==> src/rtl/uart_regs_pkg.sv <==
package uart_regs_pkg;
  localparam int unsigned BYTE_W = 8;
  localparam int unsigned ADDR_W = 3;
  localparam int unsigned IEN_W  = 4;
  localparam int unsigned ERR_N  = 4;

  typedef enum logic [ADDR_W-1:0] {
    OFS_DATA  = 3'd0,
    OFS_IEN   = 3'd1,
    OFS_IID   = 3'd2,
    OFS_LCTL  = 3'd3,
    OFS_MCTL  = 3'd4,
    OFS_LSTAT = 3'd5,
    OFS_MSTAT = 3'd6,
    OFS_SPARE = 3'd7
  } reg_ofs_e;

  // line control bit positions
  localparam int unsigned LC_DLAB  = 7;
  localparam int unsigned LC_BRK   = 6;
  localparam int unsigned LC_STICK = 5;
  localparam int unsigned LC_EVEN  = 4;
  localparam int unsigned LC_PEN   = 3;
  localparam int unsigned LC_STOP  = 2;

  // interrupt enable bit positions
  localparam int unsigned IE_RXD   = 0;
  localparam int unsigned IE_THRE  = 1;
  localparam int unsigned IE_LINE  = 2;
  localparam int unsigned IE_MODEM = 3;

  localparam logic [BYTE_W-1:0] IID_NONE  = 8'hC1;
  localparam logic [BYTE_W-1:0] IID_LINE  = 8'hC6;
  localparam logic [BYTE_W-1:0] IID_RXD   = 8'hC4;
  localparam logic [BYTE_W-1:0] IID_THRE  = 8'hC2;
  localparam logic [BYTE_W-1:0] IID_MODEM = 8'hC0;

  typedef struct packed {
    logic data_wr;
    logic data_rd;
    logic ien_wr;
    logic div_lo_wr;
    logic div_hi_wr;
    logic fifo_wr;
    logic lctl_wr;
    logic mctl_wr;
    logic lstat_rd;
  } reg_acc_t;
endpackage

==> src/rtl/uart_reg_decode.sv <==
module uart_reg_decode
  import uart_regs_pkg::*;
(
  input  logic [ADDR_W-1:0] addr_i,
  input  logic              wr_i,
  input  logic              rd_i,
  input  logic              dlab_i,
  output reg_acc_t          acc_o
);
  always_comb begin
    acc_o = '0;
    case (reg_ofs_e'(addr_i))
      OFS_DATA: begin
        acc_o.data_wr   = wr_i & ~dlab_i;
        acc_o.data_rd   = rd_i & ~dlab_i;
        acc_o.div_lo_wr = wr_i & dlab_i;
      end
      OFS_IEN: begin
        acc_o.ien_wr    = wr_i & ~dlab_i;
        acc_o.div_hi_wr = wr_i & dlab_i;
      end
      OFS_IID:   acc_o.fifo_wr  = wr_i;
      OFS_LCTL:  acc_o.lctl_wr  = wr_i;
      OFS_MCTL:  acc_o.mctl_wr  = wr_i;
      OFS_LSTAT: acc_o.lstat_rd = rd_i;
      default: ;
    endcase
  end
endmodule

==> src/rtl/uart_lsr_track.sv <==
module uart_lsr_track #(
  parameter int unsigned N = 4
) (
  input  logic         clk_i,
  input  logic         rst_ni,
  input  logic [N-1:0] live_i,
  input  logic         clr_i,
  output logic [N-1:0] flags_o
);
  logic [N-1:0] held_q;

  for (genvar b = 0; b < N; b++) begin : g_flag
    always_ff @(posedge clk_i or negedge rst_ni) begin
      if (!rst_ni)    held_q[b] <= 1'b0;
      else if (clr_i) held_q[b] <= live_i[b];  // survives the read while still active
      else            held_q[b] <= held_q[b] | live_i[b];
    end
    assign flags_o[b] = held_q[b] | live_i[b];
  end
endmodule

==> src/rtl/uart_irq_prio.sv <==
module uart_irq_prio
  import uart_regs_pkg::*;
(
  input  logic [IEN_W-1:0]  ien_i,
  input  logic              line_err_i,
  input  logic              rx_ready_i,
  input  logic              thr_empty_i,
  input  logic              modem_chg_i,
  output logic [BYTE_W-1:0] iid_o
);
  always_comb begin
    if (ien_i[IE_LINE] && line_err_i)        iid_o = IID_LINE;
    else if (ien_i[IE_RXD] && rx_ready_i)    iid_o = IID_RXD;
    else if (ien_i[IE_THRE] && thr_empty_i)  iid_o = IID_THRE;
    else if (ien_i[IE_MODEM] && modem_chg_i) iid_o = IID_MODEM;
    else                                     iid_o = IID_NONE;
  end
endmodule

==> src/rtl/uart_regfile.sv <==
module uart_regfile
  import uart_regs_pkg::*;
#(
  parameter int unsigned       MCR_W   = 5,
  parameter logic [BYTE_W-1:0] LCR_RST = 8'h03
) (
  input  logic                clk_i,
  input  logic                rst_ni,
  input  logic [ADDR_W-1:0]   addr_i,
  input  logic [BYTE_W-1:0]   wdata_i,
  input  logic                wr_i,
  input  logic                rd_i,
  output logic [BYTE_W-1:0]   rdata_o,
  input  logic [BYTE_W-1:0]   rx_data_i,
  input  logic                rx_ready_i,
  input  logic                rx_overrun_i,
  input  logic                rx_parity_err_i,
  input  logic                rx_frame_err_i,
  input  logic                rx_break_i,
  input  logic                thr_empty_i,
  input  logic                tx_idle_i,
  input  logic [BYTE_W-1:0]   msr_i,
  output logic                tx_push_o,
  output logic [BYTE_W-1:0]   tx_data_o,
  output logic                rx_pop_o,
  output logic                rx_fifo_clr_o,
  output logic                tx_fifo_clr_o,
  output logic [2*BYTE_W-1:0] divisor_o,
  output logic [1:0]          word_len_o,
  output logic                stop_ext_o,
  output logic                parity_en_o,
  output logic                parity_even_o,
  output logic                parity_stick_o,
  output logic                break_o,
  output logic [MCR_W-1:0]    mcr_o,
  output logic                irq_o
);
  localparam int unsigned DIV_W = 2 * BYTE_W;

  reg_acc_t            acc;
  logic [BYTE_W-1:0]   lcr_q;
  logic [IEN_W-1:0]    ien_q;
  logic [MCR_W-1:0]    mcr_q;
  logic [DIV_W-1:0]    div_q;
  logic [ERR_N-1:0]    err_live, err_flags;
  logic [BYTE_W-1:0]   lsr, iid;
  logic                push_q, pop_q, rx_clr_q, tx_clr_q;
  logic [BYTE_W-1:0]   txd_q;

  uart_reg_decode i_dec (
    .addr_i (addr_i),
    .wr_i   (wr_i),
    .rd_i   (rd_i),
    .dlab_i (lcr_q[LC_DLAB]),
    .acc_o  (acc)
  );

  // order matches line status bits 1..4
  assign err_live = {rx_break_i, rx_frame_err_i, rx_parity_err_i, rx_overrun_i};

  uart_lsr_track #(.N(ERR_N)) i_lsr (
    .clk_i   (clk_i),
    .rst_ni  (rst_ni),
    .live_i  (err_live),
    .clr_i   (acc.lstat_rd),
    .flags_o (err_flags)
  );

  assign lsr = {|err_flags, tx_idle_i, thr_empty_i, err_flags, rx_ready_i};

  uart_irq_prio i_irq (
    .ien_i       (ien_q),
    .line_err_i  (|err_flags),
    .rx_ready_i  (rx_ready_i),
    .thr_empty_i (thr_empty_i),
    .modem_chg_i (|msr_i[3:0]),
    .iid_o       (iid)
  );

  always_ff @(posedge clk_i or negedge rst_ni) begin
    if (!rst_ni) begin
      lcr_q <= LCR_RST;
      ien_q <= '0;
      mcr_q <= '0;
      div_q <= '0;
    end else begin
      if (acc.lctl_wr)   lcr_q <= wdata_i;
      if (acc.ien_wr)    ien_q <= wdata_i[IEN_W-1:0];
      if (acc.mctl_wr)   mcr_q <= wdata_i[MCR_W-1:0];
      if (acc.div_lo_wr) div_q[BYTE_W-1:0] <= wdata_i;
      if (acc.div_hi_wr) div_q[DIV_W-1:BYTE_W] <= wdata_i;
    end
  end

  always_ff @(posedge clk_i or negedge rst_ni) begin
    if (!rst_ni) begin
      push_q   <= 1'b0;
      pop_q    <= 1'b0;
      rx_clr_q <= 1'b0;
      tx_clr_q <= 1'b0;
      txd_q    <= '0;
    end else begin
      push_q   <= acc.data_wr;
      pop_q    <= acc.data_rd;
      rx_clr_q <= acc.fifo_wr & wdata_i[1];
      tx_clr_q <= acc.fifo_wr & wdata_i[2];
      if (acc.data_wr) txd_q <= wdata_i;
    end
  end

  always_comb begin
    case (reg_ofs_e'(addr_i))
      OFS_DATA:  rdata_o = lcr_q[LC_DLAB] ? div_q[BYTE_W-1:0] : rx_data_i;
      OFS_IEN:   rdata_o = lcr_q[LC_DLAB] ? div_q[DIV_W-1:BYTE_W] : BYTE_W'(ien_q);
      OFS_IID:   rdata_o = iid;
      OFS_LCTL:  rdata_o = lcr_q;
      OFS_MCTL:  rdata_o = BYTE_W'(mcr_q);
      OFS_LSTAT: rdata_o = lsr;
      OFS_MSTAT: rdata_o = msr_i;
      default:   rdata_o = '0;
    endcase
  end

  assign tx_push_o      = push_q;
  assign tx_data_o      = txd_q;
  assign rx_pop_o       = pop_q;
  assign rx_fifo_clr_o  = rx_clr_q;
  assign tx_fifo_clr_o  = tx_clr_q;
  assign divisor_o      = div_q;
  assign word_len_o     = lcr_q[1:0];
  assign stop_ext_o     = lcr_q[LC_STOP];
  assign parity_en_o    = lcr_q[LC_PEN];
  assign parity_even_o  = lcr_q[LC_EVEN];
  assign parity_stick_o = lcr_q[LC_STICK];
  assign break_o        = lcr_q[LC_BRK];
  assign mcr_o          = mcr_q;
  assign irq_o          = (iid != IID_NONE);
endmodule

==> config.mk <==
export PLATFORM = sky130hd
export DESIGN_NAME = uart_regfile
export DESIGN_NICKNAME = d
export VERILOG_FILES = /design/src/rtl/uart_regs_pkg.sv /design/src/rtl/uart_reg_decode.sv /design/src/rtl/uart_lsr_track.sv /design/src/rtl/uart_irq_prio.sv /design/src/rtl/uart_regfile.sv
export SDC_FILE = /design/constraint.sdc
export NUM_CORES = 1
export LEC_CHECK = 0
export BUFFER_PORTS_ARGS = -buffer_cell sky130_fd_sc_hd__buf_4
export CAP_MARGIN = 25
export CORE_UTILIZATION = 50
export DETAILED_ROUTE_END_ITERATION = 8
export PLACE_DENSITY_LB_ADDON = 0.3
export SLEW_MARGIN = 20
export SYNTH_ARGS = -nofsm -noshare
export SYNTH_HDL_FRONTEND = slang
export SYNTH_SLANG_ARGS = --single-unit
==> constraint.sdc <==
create_clock -name clk_i -period 4.6 [get_ports clk_i]
set_input_delay 0.69 -clock clk_i [delete_from_list [all_inputs] [get_ports clk_i]]
set_output_delay 0.69 -clock clk_i [all_outputs]
set_load 0.01 [all_outputs]
Word-level counts from Yosys, hierarchy flattened
Index checks and enable logic that the tools add are counted.
{"block": "classes", "eq_ne": 7, "mux": 19, "bitwise": 10, "reduce_logical": 7}
{"cell": "$pmux 8 s7", "count": 1}
{"cell": "$mux 8", "count": 5}
{"cell": "$mux 1", "count": 12}
{"cell": "$eq 3x3->1 const B", "count": 3}
{"cell": "$ne 8x8->1 const B", "count": 1}
{"cell": "$reduce_or 4->1", "count": 2}
{"cell": "$eq 3x2->1 const B", "count": 2}
{"cell": "$and 1x1->1", "count": 5}
{"cell": "$logic_and 1x1->1", "count": 4}
{"cell": "$or 1x1->1", "count": 4}
{"cell": "$eq 3x1->1 const B", "count": 1}
{"cell": "$logic_not 3->1", "count": 1}
{"cell": "$mux 2", "count": 1}
{"cell": "$not 1->1", "count": 1}
{"block": "word_totals", "reg_bits": 49, "inputBits": 38, "out_inout_bits": 49, "elab_cells": 57}

Depth between registers and ports, before layout
Gate-level depths: netlist (run 1).
{"block": "logic_depth", "word_depth": 7, "ltp_mapped": 6, "mapped_depth_nobuf": 4}

Hierarchy
A second synthesis (run 1) with hierarchy kept.
{"block": "unflattened", "cells_unflattened": 226, "area_unflattened_um2": 2663.8}
{"module": "uart_regfile", "n_inst": 1, "cells_per_inst": 189, "area_each_um2": 2319.7, "seq_area_each_um2": 1128.6}
{"module": "uart_lsr_track", "n_inst": 1, "cells_per_inst": 13, "area_each_um2": 158.9, "seq_area_each_um2": 100.1}
{"module": "uart_reg_decode", "n_inst": 1, "cells_per_inst": 13, "area_each_um2": 102.6, "seq_area_each_um2": 0.0}
{"module": "uart_irq_prio", "n_inst": 1, "cells_per_inst": 11, "area_each_um2": 82.6, "seq_area_each_um2": 0.0}

Worst setup path before layout (run 1)
Ideal clock, no wire load.
{"block": "synth_timing", "path_kind": "input to output", "startpoint": "input port addr_i[2]", "endpoint": "output port rdata_o[2]", "arrival_ns": 1.692, "required_time_ns": 3.910, "setup_slack_ns": 2.218, "path_stages": 5, "path_buffers": 1, "path_cell_list": "buf_4 and2b_4 a221oi_2 nor2_1 or3_1"}
{"block": "synth_between", "elab_chain_cells": 2, "elab_cells_between_ends": 8, "cone_classes": "6 x eq/ne; 1 x mux; 1 x reduce/logical"}
{"element": "start, declared", "line_no": "uart_regfile.sv:9", "source": "input logic [ADDR_W-1:0] addr_i,"}
{"element": "$eq 3x3->1, or another cell as far along", "line_no": "uart_regfile.sv:112", "source": "case (reg_ofs_e'(addr_i))"}
{"element": "$pmux 8 s7 (*)", "line_no": "uart_regfile.sv:112"}
{"element": "end, declared", "line_no": "uart_regfile.sv:13", "source": "output logic [BYTE_W-1:0] rdata_o,"}
Every way passes the cells marked *; elsewhere a longest branch is shown, timed or not.

Worst setup path in the final report (run 1)
{"block": "layout_timing", "startpoint": "register lcr_q[7]", "endpoint": "output port rdata_o[2]"}
{"block": "layout_between", "elab_chain_cells": 2, "elab_cells_between_ends": 3, "cone_classes": "3 x mux"}
{"element": "start, declared", "line_no": "uart_regfile.sv:41", "source": "logic [BYTE_W-1:0] lcr_q;"}
{"element": "start signal, assigned", "line_no": "uart_regfile.sv:87", "source": "if (acc.lctl_wr) lcr_q <= wdata_i;"}
{"element": "$mux 8 (on tied branches)", "line_no": "uart_regfile.sv:114, uart_regfile.sv:113"}
{"element": "$pmux 8 s7 (*)", "line_no": "uart_regfile.sv:112"}
Marked as above.

==> impl_metrics.toml, run 1 <==
[routing]
wire_per_inst_um = 18.0
num_vias = 2003
drt_iter0_markers = 160
wirelength_um = 6300
via_per_inst = 5.72
drc = 0
dr.pass1.iters = 4
drtAntennaViolNets = 0

[worst_setup_path]
critPathMaxStageDelay_ns = 0.89
cp_slowest_cell = "dfrtp_1"
crit_family = "flip-flops"
critPathLaunchType = "register"
path_max_fanout = 18
worst_ep_required_time_ns = 3.91
cp_num_buf_inv = 1
criticalPathCategory = "reg2out"
crit_chain = "mux2_4, a221oi_2, nor2_1, or3_1, buf_4"
reg2reg_from = "lcr_q[7]$_DFFE_PN0P_"
arrival_ns = 2.36
critPathCaptureType = "output port"
r2r_end = "divisor_o[3]$_DFFE_PN0P_"
r2r_cells = 2
r2r_setup_slack_ns = 2.64

[timing]
maxSlewHeadroom_pct = 45.2
holdWs_ns = 0.397
finClkSkew_ns = 0.00197
slew_viol_final = 0
rsz0062_at_grt = "false"
max_freq_mhz = 328
layout_min_cycle_time_ns = 3.05
tightestPinTransition_ns = 0.822
setup_viol = 0
setup_tns_ns = 0
worst_slack_ns = 1.55
finalCritPeriodShare_pct = 66.2
hold_viol = 0

[yosys]
yosys_warnings = 0
synth.avg_cell_area_sq_um = 12.4
yosys.cell_types.count = 48
synth.area.top_cells = "dfrtp_1, mux2_2, mux2i_1, dfstp_2, mux4_2"
netlist.area_leader.share_pct = 47.8
yosysSeqAreaShare_pct = 49.9
synthCells = 198
async_reset_ff_share_pct = 100
yosysTopAreaCell = "dfrtp_1"
synth_seq_cells = 49
synth_edf_count = 0
syn_area_sq_mm = 0.00246
synth_ff_type = "dfrtp_1"
syn_nets = 236

[finish]
num_antenna_cells = 0
fill_cells = 369
drive_gt1_share_pct = 54.1
areaGrowthSynthToFinish_pct = 32.3
fin_nets = 320

[floorplan]
die_area_sq_mm = 0.00520
rows = 25
dieWidth_um = 72.1
start_util_pct = 52.1
pin_count = 87
core_sq_mm = 0.00472
dieHeight_um = 72.1

[power_and_ir_drop]
peakVddDrop_mv = 0.280
total_leakage_power_uw = 0.00152
p_per_area_mw_per_mm2 = 428

[place]
dpl_worst_slack_ns = 1.91
place_congestion = 0.914
io_buffers = 86
hpwl_um = 4490

[global_routing]
grt_pass1_vias = 1886
overflow = 0
grt_pass1_wl_um = 9720
antenna_found_initial = 0
grt_max_degree = 50
grt_use_total_pct = 25.5

[clocking]
post_cts_resized = 0
htreeDepth = 2
clkSinkCount = 49
cts_buffer_depth = 2
numCtsBuffers = 5
clockRootBuffer = "clkbuf_8"
clkTransAtPathRegs_ns = 0.09
hold_buffers = 0
clock_latency_ns = 0.30
cts_tree = "done"
cts_setup_buffers = 0

[hold_path]
min_path_type = "in2async"

[outcome]
status = "finished clean"

[run]
cap_violations = 0
[report_power, final]
group	total, uW	switching (uW)	internal [uW]
logic	448	181	267
clock network	319	142	177
registers	625	93.6	531
total	1390	416	975
[stage by stage]
stage / area, sq um / instances / util, % / total power (uW)
CTS: 3250 / 350 / 68.9 / 1390
floorplan: 2460 / 198 / - / 843
detailed placement: 3140 / 342 / 66.4 / 1080
global route: 3250 / 350 / 68.9 / 1450
finish: 3250 / 350 / 68.9 / 1390
global placement: 3140 / 342 / 66.4 / 1070
[cell type report]
cell class	count	area, sq um	area share [%]
flip-flops and latches	49	1230	37.8
multi-input cells	136	1160	35.8
repair buffers	86	646	19.8
clock buffers	7	86.3	2.65
well taps	67	83.8	2.58
clock inverters	1	30.0	0.923
inverters	4	15.0	0.461
[Yosys cell counts, types with 2 or more instances]
master and number:
dfrtp_1 47, mux2_2 43, nor2_1 8, o21ai_0 8, nand2_1 7, mux2i_1 6
a21oi_1 5, buf_2 5, a21o_1 4, a31oi_1 4, nand3_1 4, a221oi_1 3
and3_1 3, nor2b_1 3, o211ai_1 3, a211oi_1 2, a22o_1 2, a22oi_1 2
and4_1 2, clkbuf_1 2, dfstp_2 2, inv_1 2, mux2_4 2, mux4_2 2
nand3_2 2, nand4_1 2, nor2b_2 2
[sequential cells by signal, indices dropped and copies added (netlist names)]
register and flops:
divisor_o 16, lcr_q 8, tx_data_o 8, mcr_o 5, i_lsr.held_q 4, ien_q 4
rx_fifo_clr_o 1, rx_pop_o 1, tx_fifo_clr_o 1, tx_push_o 1
[kinds of logic (layout without fill, tap and decap cells)]
group,count (synthesis),count (layout),share of synthesized area [%]
buffers and inverters,13,98,2.70
DFF,49,49,49.9
muxes,53,53,25.2
AOI/OAI and AO/OA,41,41,11.9
and+or+nand+nor,42,42,10.3
[routing by layer]
layer	share of wire (%)	vias up	wire (um)	global-route usage (%)
met4	2.1	0	134	10.2
met1	44	983	2780	35.0
met2	48	89	3020	39.8
li1	-	918	-	-
met5	0	-	0	0
met3	5.6	13	355	5.28
[placed cells by master (no fill, tap or decap), types with 3 or more instances in the layout]
cell       n
buf_4     86
dfrtp_1   47
mux2_2    43
nor2_1     8
o21ai_0    8
nand2_1    7
mux2i_1    6
clkbuf_8   6
a21oi_1    5
nand3_1    4
a31oi_1    4
a21o_1     4
a221oi_1   3
and3_1     3
nor2b_1    3
o211ai_1   3
[worst max-delay path by stage]
stage	end	depth (start not counted)	startpoint	slack [ns]
finish	rdata_o[2]	5	lcr_q[7]$_DFFE_PN0P_	1.55
floorplan	rdata_o[2]	5	addr_i[2]	2.22
detailed placement	rdata_o[2]	5	lcr_q[7]$_DFFE_PN0P_	1.91
global placement	rdata_o[2]	6	rx_overrun_i	1.93
CTS	rdata_o[2]	5	lcr_q[7]$_DFFE_PN0P_	1.57
global route	rdata_o[2]	5	lcr_q[7]$_DFFE_PN0P_	1.44
Note: power is estimated with default switching activity, not from simulation.
==> run 2: changes to the inputs <==
--- a/config.mk
+++ b/config.mk
@@ -7,7 +7,7 @@
 export LEC_CHECK = 0
 export BUFFER_PORTS_ARGS = -buffer_cell sky130_fd_sc_hd__buf_4
 export CAP_MARGIN = 25
-export CORE_UTILIZATION = 50
+export CORE_UTILIZATION = 45
 export DETAILED_ROUTE_END_ITERATION = 8
 export PLACE_DENSITY_LB_ADDON = 0.3
 export SLEW_MARGIN = 20
==> constraint.sdc (replaced) <==
create_clock -name clk_i -period 2.6 [get_ports clk_i]
set_input_delay 0.39 -clock clk_i [delete_from_list [all_inputs] [get_ports clk_i]]
set_output_delay 0.39 -clock clk_i [all_outputs]
set_load 0.01 [all_outputs]
==> impl_metrics.toml, run 2 (same netlist as run 1, synthesis figures left out) <==
[outcome]
status = "finished clean"

[timing]
finalCritPeriodShare_pct = 92.6
setup_tns_ns = 0
slew_viol_final = 0
finClkSkew_ns = 0.00549
tightestPinTransition_ns = 0.616
layout_min_cycle_time_ns = 2.41
maxSlewHeadroom_pct = 58.9
hold_viol = 0
max_freq_mhz = 415
rsz0062_at_grt = "false"
setup_viol = 0

[finish]
drive_gt1_share_pct = 54.2
largest_register_ffs = 16
final_common_cell = "buf_4"
final_cell_mix = "buf_4, dfrtp_1, mux2_2"
areaGrowthSynthToFinish_pct = 32.4
fin_cells = 354
num_antenna_cells = 0
fin_nets = 321

[routing]
dr.pass1.iters = 6
drtAntennaViolNets = 0
via_per_inst = 5.61
drc = 0
wirelength_um = 6650
wire_per_inst_um = 18.8
num_vias = 1986
drt_iter0_markers = 160

[power_and_ir_drop]
total_leakage_power_uw = 0.00152
seq_power_share_pct = 44.5
p_switching_uw = 743
p_per_area_mw_per_mm2 = 751
power.internal_uw = 1700
clock_power_share_pct = 21.8
peakVddDrop_mv = 0.388
netSwitchingFraction_pct = 30.4
p_comb_share_pct = 33.6

[worst_setup_path]
critPathMaxStageDelay_ns = 0.59
criticalPathCategory = "reg2out"
r2r_cells = 4
worst_ep_required_time_ns = 2.21
r2r_setup_slack_ns = 0.90
path_max_fanout = 8
reg2reg_from = "lcr_q[7]$_DFFE_PN0P_"
r2r_end = "divisor_o[10]$_DFFE_PN0P_"
cp_num_buf_inv = 1
crit_family = "multiplexers"
cp_slowest_cell = "dfrtp_1"
crit_chain = "mux2_2, mux4_2, nor2_1, a21oi_1, buf_4"
critPathLaunchType = "register"
critPathCaptureType = "output port"
arrival_ns = 2.02

[floorplan]
start_util_pct = 47.6
die_area_sq_mm = 0.00577
pin_count = 87
core_sq_mm = 0.00517
rows = 26
dieWidth_um = 75.9
dieHeight_um = 75.9

[clocking]
cts_tree = "done"
numCtsBuffers = 5
cts_setup_buffers = 0
post_cts_resized = 0
clkTransAtPathRegs_ns = 0.09
clkSinkCount = 49
htreeDepth = 2
clock_latency_ns = 0.29
hold_buffers = 0
cts_buffer_depth = 2
clockRootBuffer = "clkbuf_8"

[run]
cap_violations = 0

[global_routing]
grt_pass1_wl_um = 10900
overflow = 0
antenna_found_initial = 0
grt_pass1_vias = 2077
grt_use_total_pct = 24.3
grt_max_degree = 50

[place]
place_congestion = 0.925
dp_cells = 346
io_buffers = 86
hpwl_um = 4840

[hold_path]
min_path_type = "in2async"
[run 2: cell types whose count changed in the layout (fill, tap and decap cells not counted)]
cell      delta
buf_4        +1
clkbuf_8     -1
clkinv_2     +1
[run 2: power groups by stage]
stage / combinational (uW) / clock (uW) / sequential [uW]
after floorplan: 361 / 0 / 1130
after CTS: 829 / 549 / 1090
after detailed placement: 827 / 0 / 1100
after global routing: 882 / 580 / 1110
final: 822 / 534 / 1090
after global placement: 808 / 0 / 1100
[run 2: area by class of cell]
type / instances / area, sq um
clock buffers: 6 / 72.6
flip-flops and latches: 49 / 1230
multi-input cells: 136 / 1160
well taps: 70 / 87.6
fillers: 429 / 1920
inverters: 4 / 15.0
clock inverters: 2 / 35.0
repair buffers: 87 / 653
[run 2: worst max-delay path by stage]
stage	startpoint	endpoint	slack (ns)	cells after the start
CTS	lcr_q[7]$_DFFE_PN0P_	rdata_o[0]	0.18	5
floorplan	lcr_q[7]$_DFFE_PN0P_	rdata_o[2]	0.80	5
detailed placement	rx_overrun_i	rdata_o[2]	0.51	6
global placement	addr_i[0]	rdata_o[2]	0.54	6
finish	lcr_q[7]$_DFFE_PN0P_	rdata_o[0]	0.19	5
global route	lcr_q[7]$_DFFE_PN0P_	rdata_o[2]	0.08	5
[run 2: per-layer routing]
metal,up-vias,global-route usage [%],routed length (um)
li1,923,-,-
met1,985,32.3,2820
met2,65,39.7,3310
met3,13,4.34,382
met4,0,9.04,130
met5,-,0,0
[run 2: per-stage QoR]
step | utilization, % | hold WS [ns] | power (uW) | cell area [sq um] | worst slack, ns
2_1_floorplan | - | 0.0944 | 1490 | 2460 | 0.800
3_3_place_gp | 60.9 | 0.443 | 1900 | 3150 | 0.540
3_5_place_dp | 60.9 | 0.447 | 1930 | 3150 | 0.509
4_1_cts | 63.0 | 0.111 | 2460 | 3260 | 0.182
5_1_grt | 63.0 | 0.143 | 2580 | 3260 | 0.0838
6_report | 63.0 | 0.0927 | 2440 | 3260 | 0.192
